### src/rtl/mtq_pkg.sv
package mtq_pkg;
   typedef enum logic [2:0] {
      OP_NOP    = 3'd0,
      OP_ALLOC  = 3'd1,
      OP_SERVE  = 3'd2,
      OP_RETRY  = 3'd3,
      OP_FRONT  = 3'd4,
      OP_FREE   = 3'd5,
      OP_SQUASH = 3'd6
   } mtq_op_e;
endpackage

### src/rtl/mtq_free_pick.sv
module mtq_free_pick #(
   parameter int N  = 11,
   parameter int IW = 4
) (
   input  logic [N-1:0]  busy,
   output logic          any_free,
   output logic [IW-1:0] idx
);
   always_comb begin
      any_free = 1'b0;
      idx      = '0;
      for (int i = N - 1; i >= 0; i--) begin
         if (!busy[i]) begin
            any_free = 1'b1;
            idx      = IW'(i);
         end
      end
   end
endmodule

### src/rtl/mtq_age_matrix.sv
module mtq_age_matrix #(
   parameter int N  = 11,
   parameter int IW = 4,
   parameter int NQ = 1
) (
   input  logic                  clk,
   input  logic                  rst_n,
   input  logic                  push_en,
   input  logic [IW-1:0]         push_idx,
   input  logic                  front_en,
   input  logic [IW-1:0]         front_idx,
   input  logic [NQ-1:0][N-1:0]  member,
   output logic [NQ-1:0][N-1:0]  oldest_oh,
   output logic [NQ-1:0]         found
);
   // older_q[i][j] set: entry i precedes entry j
   logic [N-1:0][N-1:0] older_q, older_d;

   always_comb begin
      older_d = older_q;
      for (int i = 0; i < N; i++) begin
         for (int j = 0; j < N; j++) begin
            if (i != j) begin
               if (push_en) begin
                  if (push_idx == IW'(i))      older_d[i][j] = 1'b0;
                  else if (push_idx == IW'(j)) older_d[i][j] = 1'b1;
               end
               if (front_en) begin
                  if (front_idx == IW'(i))      older_d[i][j] = 1'b1;
                  else if (front_idx == IW'(j)) older_d[i][j] = 1'b0;
               end
            end
         end
      end
   end

   always_ff @(posedge clk or negedge rst_n) begin
      if (!rst_n) older_q <= '0;
      else        older_q <= older_d;
   end

   for (genvar q = 0; q < NQ; q++) begin : g_query
      logic [N-1:0] pick;
      always_comb begin
         for (int i = 0; i < N; i++) begin
            pick[i] = member[q][i];
            for (int j = 0; j < N; j++) begin
               if (j != i && member[q][j] && older_q[j][i]) pick[i] = 1'b0;
            end
         end
      end
      assign oldest_oh[q] = pick;
      assign found[q]     = |member[q];
   end
endmodule

### src/rtl/mtq_lookup.sv
module mtq_lookup #(
   parameter int N  = 11,
   parameter int AW = 32,
   parameter int SW = 8
) (
   input  logic [N-1:0]          vld,
   input  logic [N-1:0][AW-1:0]  addr,
   input  logic [N-1:0][SW-1:0]  size,
   input  logic [AW-1:0]         q_addr,
   input  logic [SW-1:0]         q_size,
   output logic [N-1:0]          exact_mask,
   output logic [N-1:0]          overlap_mask
);
   logic [AW:0] q_lo, q_hi;
   assign q_lo = {1'b0, q_addr};
   assign q_hi = q_lo + (AW+1)'(q_size);

   always_comb begin
      for (int i = 0; i < N; i++) begin
         logic [AW:0] e_lo, e_hi;
         e_lo = {1'b0, addr[i]};
         e_hi = e_lo + (AW+1)'(size[i]);
         exact_mask[i]   = vld[i] && (addr[i] == q_addr);
         overlap_mask[i] = vld[i] && (e_lo < q_hi) && (q_lo < e_hi);
      end
   end
endmodule

### src/rtl/miss_track_queue.sv
module miss_track_queue
   import mtq_pkg::*;
#(
   parameter int REQ_ENTRIES = 8,
   parameter int RESERVE     = 4,
   parameter int ADDR_W      = 32,
   parameter int SIZE_W      = 8,
   parameter int TID_W       = 2,
   parameter int TICK_W      = 16,
   localparam int PHYS       = REQ_ENTRIES + RESERVE - 1,
   localparam int IW         = (PHYS > 1) ? $clog2(PHYS) : 1,
   localparam int CW         = $clog2(PHYS + 1)
) (
   input  logic              clk,
   input  logic              rst_n,
   input  logic [2:0]        cmd_op,
   input  logic [IW-1:0]     cmd_idx,
   input  logic [ADDR_W-1:0] cmd_addr,
   input  logic [SIZE_W-1:0] cmd_size,
   input  logic [TID_W-1:0]  cmd_tid,
   input  logic [TICK_W-1:0] cmd_ready_at,
   input  logic              cmd_needs_resp,
   input  logic [TICK_W-1:0] now_tick,
   input  logic [ADDR_W-1:0] look_addr,
   input  logic [SIZE_W-1:0] look_size,
   output logic [IW-1:0]     alloc_idx,
   output logic              alloc_err,
   output logic              hit_exact,
   output logic [IW-1:0]     hit_exact_idx,
   output logic              hit_overlap,
   output logic [IW-1:0]     hit_overlap_idx,
   output logic              issue_valid,
   output logic [IW-1:0]     issue_idx,
   output logic [TICK_W-1:0] next_ready_at,
   output logic              full,
   output logic              pending,
   output logic [CW-1:0]     alloc_count,
   output logic [CW-1:0]     serve_count
);
   if (REQ_ENTRIES < 1) begin : g_bad_req
      $error("REQ_ENTRIES must be at least 1");
   end
   if (RESERVE < 1) begin : g_bad_res
      $error("RESERVE must be at least 1");
   end
   if (PHYS < 2) begin : g_bad_phys
      $error("pool needs at least two physical entries");
   end

   mtq_op_e op;
   assign op = mtq_op_e'(cmd_op);

   logic [PHYS-1:0]              vld_q, svc_q, resp_q;
   logic [PHYS-1:0][ADDR_W-1:0]  addr_q;
   logic [PHYS-1:0][SIZE_W-1:0]  size_q;
   logic [PHYS-1:0][TID_W-1:0]   tid_q;
   logic [PHYS-1:0][TICK_W-1:0]  rdy_q;

   // free slot selection
   logic          any_free;
   logic [IW-1:0] free_idx;
   mtq_free_pick #(.N(PHYS), .IW(IW)) u_pick (
      .busy(vld_q), .any_free(any_free), .idx(free_idx)
   );

   // command decode
   logic idx_ok, tgt_vld, tgt_svc, tgt_resp;
   logic alloc_go, serve_keep, serve_drop, retry_go, front_go, free_go;
   logic [PHYS-1:0] squash_hit;

   assign idx_ok   = {1'b0, cmd_idx} < (IW+1)'(PHYS);
   assign tgt_vld  = idx_ok && vld_q[cmd_idx];
   assign tgt_svc  = idx_ok && svc_q[cmd_idx];
   assign tgt_resp = idx_ok && resp_q[cmd_idx];

   assign alloc_go   = (op == OP_ALLOC) && any_free;
   assign alloc_err  = (op == OP_ALLOC) && !any_free;
   assign alloc_idx  = free_idx;
   assign serve_keep = (op == OP_SERVE) && tgt_vld && !tgt_svc && tgt_resp;
   assign serve_drop = (op == OP_SERVE) && tgt_vld && !tgt_svc && !tgt_resp;
   assign retry_go   = (op == OP_RETRY) && tgt_vld && tgt_svc;
   assign front_go   = (op == OP_FRONT) && tgt_vld && !tgt_svc;
   assign free_go    = (op == OP_FREE) && tgt_vld;

   always_comb begin
      for (int i = 0; i < PHYS; i++) begin
         squash_hit[i] = (op == OP_SQUASH) && vld_q[i] && !svc_q[i] &&
                         (tid_q[i] == cmd_tid);
      end
   end

   // entry state
   always_ff @(posedge clk or negedge rst_n) begin
      if (!rst_n) begin
         vld_q  <= '0;
         svc_q  <= '0;
         resp_q <= '0;
         addr_q <= '0;
         size_q <= '0;
         tid_q  <= '0;
         rdy_q  <= '0;
      end else begin
         for (int i = 0; i < PHYS; i++) begin
            if (alloc_go && free_idx == IW'(i)) begin
               vld_q[i]  <= 1'b1;
               svc_q[i]  <= 1'b0;
               resp_q[i] <= cmd_needs_resp;
               addr_q[i] <= cmd_addr;
               size_q[i] <= cmd_size;
               tid_q[i]  <= cmd_tid;
               rdy_q[i]  <= cmd_ready_at;
            end
            if (cmd_idx == IW'(i)) begin
               if (serve_drop || free_go) begin
                  vld_q[i] <= 1'b0;
                  svc_q[i] <= 1'b0;
               end
               if (serve_keep) svc_q[i] <= 1'b1;
               if (retry_go)   svc_q[i] <= 1'b0;
            end
            if (squash_hit[i]) vld_q[i] <= 1'b0;
         end
      end
   end

   // pending order
   logic [PHYS-1:0]          pend_mask;
   logic [0:0][PHYS-1:0]     pend_member, pend_oh;
   logic [0:0]               pend_found;
   assign pend_mask      = vld_q & ~svc_q;
   assign pend_member[0] = pend_mask;

   mtq_age_matrix #(.N(PHYS), .IW(IW), .NQ(1)) u_pend_age (
      .clk(clk), .rst_n(rst_n),
      .push_en(alloc_go || retry_go),
      .push_idx(alloc_go ? free_idx : cmd_idx),
      .front_en(front_go), .front_idx(cmd_idx),
      .member(pend_member), .oldest_oh(pend_oh), .found(pend_found)
   );

   // allocation order and lookups
   logic [PHYS-1:0]      exact_mask, overlap_mask;
   logic [1:0][PHYS-1:0] look_member, look_oh;
   logic [1:0]           look_found;

   mtq_lookup #(.N(PHYS), .AW(ADDR_W), .SW(SIZE_W)) u_look (
      .vld(vld_q), .addr(addr_q), .size(size_q),
      .q_addr(look_addr), .q_size(look_size),
      .exact_mask(exact_mask), .overlap_mask(overlap_mask)
   );

   assign look_member[0] = exact_mask;
   assign look_member[1] = overlap_mask;

   mtq_age_matrix #(.N(PHYS), .IW(IW), .NQ(2)) u_alloc_age (
      .clk(clk), .rst_n(rst_n),
      .push_en(alloc_go), .push_idx(free_idx),
      .front_en(1'b0), .front_idx('0),
      .member(look_member), .oldest_oh(look_oh), .found(look_found)
   );

   // one-hot to index, counts
   logic [IW-1:0] head_idx;
   always_comb begin
      head_idx        = '0;
      hit_exact_idx   = '0;
      hit_overlap_idx = '0;
      alloc_count     = '0;
      serve_count     = '0;
      for (int i = 0; i < PHYS; i++) begin
         if (pend_oh[0][i]) head_idx        = IW'(i);
         if (look_oh[0][i]) hit_exact_idx   = IW'(i);
         if (look_oh[1][i]) hit_overlap_idx = IW'(i);
         alloc_count = alloc_count + CW'(vld_q[i]);
         serve_count = serve_count + CW'(vld_q[i] & svc_q[i]);
      end
   end

   assign hit_exact     = look_found[0];
   assign hit_overlap   = look_found[1];
   assign pending       = pend_found[0];
   assign issue_idx     = head_idx;
   assign issue_valid   = pend_found[0] && (rdy_q[head_idx] <= now_tick);
   assign next_ready_at = pend_found[0] ? rdy_q[head_idx] : '1;
   assign full          = alloc_count > CW'(PHYS - RESERVE);
endmodule

### config.mk
export PLATFORM = sky130hd
export DESIGN_NAME = miss_track_queue
export DESIGN_NICKNAME = d
export VERILOG_FILES = /design/src/rtl/mtq_pkg.sv /design/src/rtl/mtq_free_pick.sv /design/src/rtl/mtq_age_matrix.sv /design/src/rtl/mtq_lookup.sv /design/src/rtl/miss_track_queue.sv
export SDC_FILE = /design/constraint.sdc
export NUM_CORES = 2
export LEC_CHECK = 0
export BUFFER_PORTS_ARGS = -buffer_cell sky130_fd_sc_hd__buf_2
export CORE_MARGIN = 3
export CORE_UTILIZATION = 31
export CTS_CLUSTER_DIAMETER = 120
export DETAILED_ROUTE_END_ITERATION = 10
export PLACE_DENSITY = 0.47
export SLEW_MARGIN = 30
export SYNTH_ARGS = -nofsm -noshare
export SYNTH_HDL_FRONTEND = slang
export SYNTH_SLANG_ARGS = --single-unit
### constraint.sdc
create_clock -name clk -period 6.3 [get_ports clk]
set_clock_uncertainty 0.1 [all_clocks]
set_input_delay 0 -clock clk [delete_from_list [all_inputs] [get_ports clk]]
set_output_delay 0 -clock clk [all_outputs]
set_load 0.01 [all_outputs]
==> qor.csv <==
metric,value,unit
status,"finished, violations left",
failing checks,negative setup slack,
filler cell count,21394,
Synth top cells by count,"nand2_1, dfrtp_1, ha_1",
post-DP HPWL,212000,µm
CTS clock-pin slew for the worst setup and hold paths,0.06,ns
area occupied by multi-input gates,43220,µm²
post-route insts no fill,11224,
"Hold Violations, Final",0,
GRT Overall Usage,26.00,%
Fmax,145.4,MHz
Max-Cap Viols,0,
final worst slack,-0.5756,ns
Final Net Count,9246,
clock sink count,871,
Period minus WS final,6.876,ns
post-synthesis adder-cell area fraction,15.62,%
Mapped Cells,7847,
Core Rows,168,
DR pass1 iterations,10,
H-tree depth,3,
core box area,210400,µm²
1st-iter DRT viols,5321,
antenna violations before repair,15,
most common cell in the netlist,nand2_1,
largest family of logic cells by synthesized area,simple AND/OR/NAND/NOR gates,
"Arr. time, crit path",6.78,ns
register area share after synthesis,33.08,%
Final period util,109.1,%
drt total wl,290400,µm
xor/xnor share of the synthesized area,9.716,%
routed len/inst,25.87,µm
Crit path required time,6.20,ns
worst skew pair latency,0.81,ns
die area,218100,µm²
Vias/cell,5.509,
met2 global-route usage,41.89,%
gr busiest metal,met2,
GPL Wtd Cong,0.9707,
largest net degree at the start of global routing,129,
Slew @ Worst Pin,1.050,ns
via count,61828,
M1 GR Usage,35.49,%
Reg2Reg Launch Point,vld_q[7],
post-synth top area share,33.08,%
Pint,19.07,mW
GRT overflow,0,
cells on worst reg2reg path,17,
number of synthesized flops with an enable pin,0,
ranking of synthesized cells by area,"dfrtp_1, ha_1, nand2_1",
Die Ht,467.0,µm
Clock power frac,19.9,%
simple-gate area share of the yosys netlist,22.79,%
CP most frequent cell,buf_4,
leading area contributor after synthesis,dfrtp_1,
Worst slew margin,29.50,%
P&R area growth vs syn,20.26,%
Seq cells post-synth,871,
R2R Setup Slk,1.86,ns
Cell Pwr Density,433.8,nW/µm²
TritonCTS buffer count,109,
Syn Area/Cell,8.397,µm²
root buffer cell,clkbuf_16,
Worst setup startpoint,addr_q[321],
share of power burned in combinational logic,52.1,%
CP peak stage delay,0.38,ns
port bufs,169,
Net Sw Frac,44.54,%
io pins,170,
RSZ-0062 raised after global routing,yes,
Starting Density,31.32,%
Post-synth ARST share,100.0,%
"Distinct cells, synth",101,
CP max FO,4,
Synth Area in Compound Gates,12.97,%
Remaining DRCs,0,
Slew Limit Fails,0,
Flop pwr share,28.0,%
GR Layer Usage met3,3.058,%
Seq. cell area,21800,µm²
Main synth FF type,dfrtp_1,
CTS tree,yes,
LEAKAGE,38.12,nW
post-route ant nets,0,
P_sw,15.31,mW
Crit Path Class,reg -> out,
ratio of cells with drive above 1 in the final layout,14.87,%
crit path to,hit_overlap_idx[0],
Worst Setup End Kind,output port,
mux contribution to synthesized area,2.279,%
FF-to-FF End,u_pend_age.older_q[9],
Critical-path top delay cell,dfrtp_1,
total power,34.38,mW
Worst Hold Class,in -> reg,
# setup viols final,4,
global-route wire length before repair,421800,µm
Post-Syn Area,65890,µm²
dpl cells,10863,
Die W,467.0,µm
synth warn,0,
Post-Syn Nets,8774,
Startpoint Class,register,
Worst VDD drop,334.3,µV
vias in the first global route,61603,
Bufs on Longest Clock Path,3,
per-layer routing:
metal  up-vias  part of all wire [%]
met1     30985                    44
met3       491                   5.8
met2      2069                    45
met4         4                   4.3
met5         -                0.0093
li1      28279                     -
timing repair:
item,CTS,global route
resized for setup,145,160
buffers inserted,22,29
pin swaps,55,126
cloned,0,1
hold endpoints to repair,1395,0
setup endpoints to repair,6,6
hold buffers,101,0
sequential cells by signal (all words and copies together), names as in the netlist:
signal,flops
vld_q,11
addr_q,352
rdy_q,176
u_alloc_age.older_q,100
u_pend_age.older_q,100
tid_q,22
svc_q,11
size_q,88
resp_q,11
cells by family after synthesis:
kind of cell | count (synthesis)
compound gates | 1295
xor+xnor | 731
fa+ha+maj | 808
buf+inv | 596
flops | 871
mux | 128
simple gates | 3418
layout by cell type (no fill, tap or decap), types with 75 or more instances in the layout:
master / n
buf_4: 459
inv_1: 174
buf_2: 163
clkbuf_16: 112
mux2_2: 116
dlygate4sd3_1: 100
nand3_1: 203
a21oi_1: 301
a22oi_1: 75
xor2_1: 534
nand2_1: 2051
o21ai_0: 264
and3_1: 83
nor3_1: 107
nor4_1: 97
a21o_1: 97
nor2_1: 381
ha_1: 774
dfrtp_1: 867
nand4_1: 141
xnor2_1: 196
power by group through the flow:
stage,Combinational [mW],Sequential (mW),Clock (mW)
after floorplan,10.2,8.82,0
after global placement,16.2,9.63,0
after detailed placement,16.5,9.64,0
after CTS,17.0,9.57,6.97
after global routing,19.7,9.84,7.20
final,17.9,9.63,6.85
metrics by stage:
step | setup TNS (ns) | hold WS (ns) | instance area, µm² | util (%) | worst slack (ns)
2_1_floorplan | 0 | -0.3956 | 65890 | - | 0.7501
3_3_place_gp | -0.8529 | -0.06000 | 72520 | 34.47 | -0.4664
3_5_place_dp | -0.8309 | -0.06023 | 72570 | 34.49 | -0.4110
4_1_cts | -1.663 | 0.001689 | 78240 | 37.18 | -0.6600
5_1_grt | -2.766 | 0.04269 | 79230 | 37.65 | -0.8346
6_report | -1.298 | 0.07777 | 79240 | 37.66 | -0.5756
how the worst min path moves through the flow:
stage	start	endpoint	cells past startpoint
3_3_place_gp	rst_n	u_pend_age.older_q[20]	1
5_1_grt	cmd_ready_at[13]	rdy_q[77]	4
6_report	cmd_ready_at[14]	rdy_q[62]	4
4_1_cts	cmd_ready_at[13]	rdy_q[93]	4
2_1_floorplan	rst_n	addr_q[0]	0
3_5_place_dp	rst_n	u_pend_age.older_q[19]	1
worst max-delay path: cells and delay by family, from the launching register on:
kind	cells	cell delay (ns)
AOI/OAI and AO/OA	14	2.35
adders and majority gates	2	0.56
and+or+nand+nor	11	1.64
DFF	1	0.38
xor gates and xnor gates	1	0.16
buffers and inverters	5	0.85
area by class of cell:
| cell class | instances | share of cell area, % |
|---|---|---|
| tap | 2805 | 4.429 |
| clock buffer | 148 | 3.970 |
| antenna | 5 | 0.01579 |
| timing repair buffer | 779 | 7.761 |
| sequential | 871 | 27.51 |
| inverter | 178 | 0.8464 |
| clock inverter | 58 | 0.9237 |
| multi-input combinational | 6380 | 54.54 |
No activity file was read; power rests on OpenSTA's default activity.
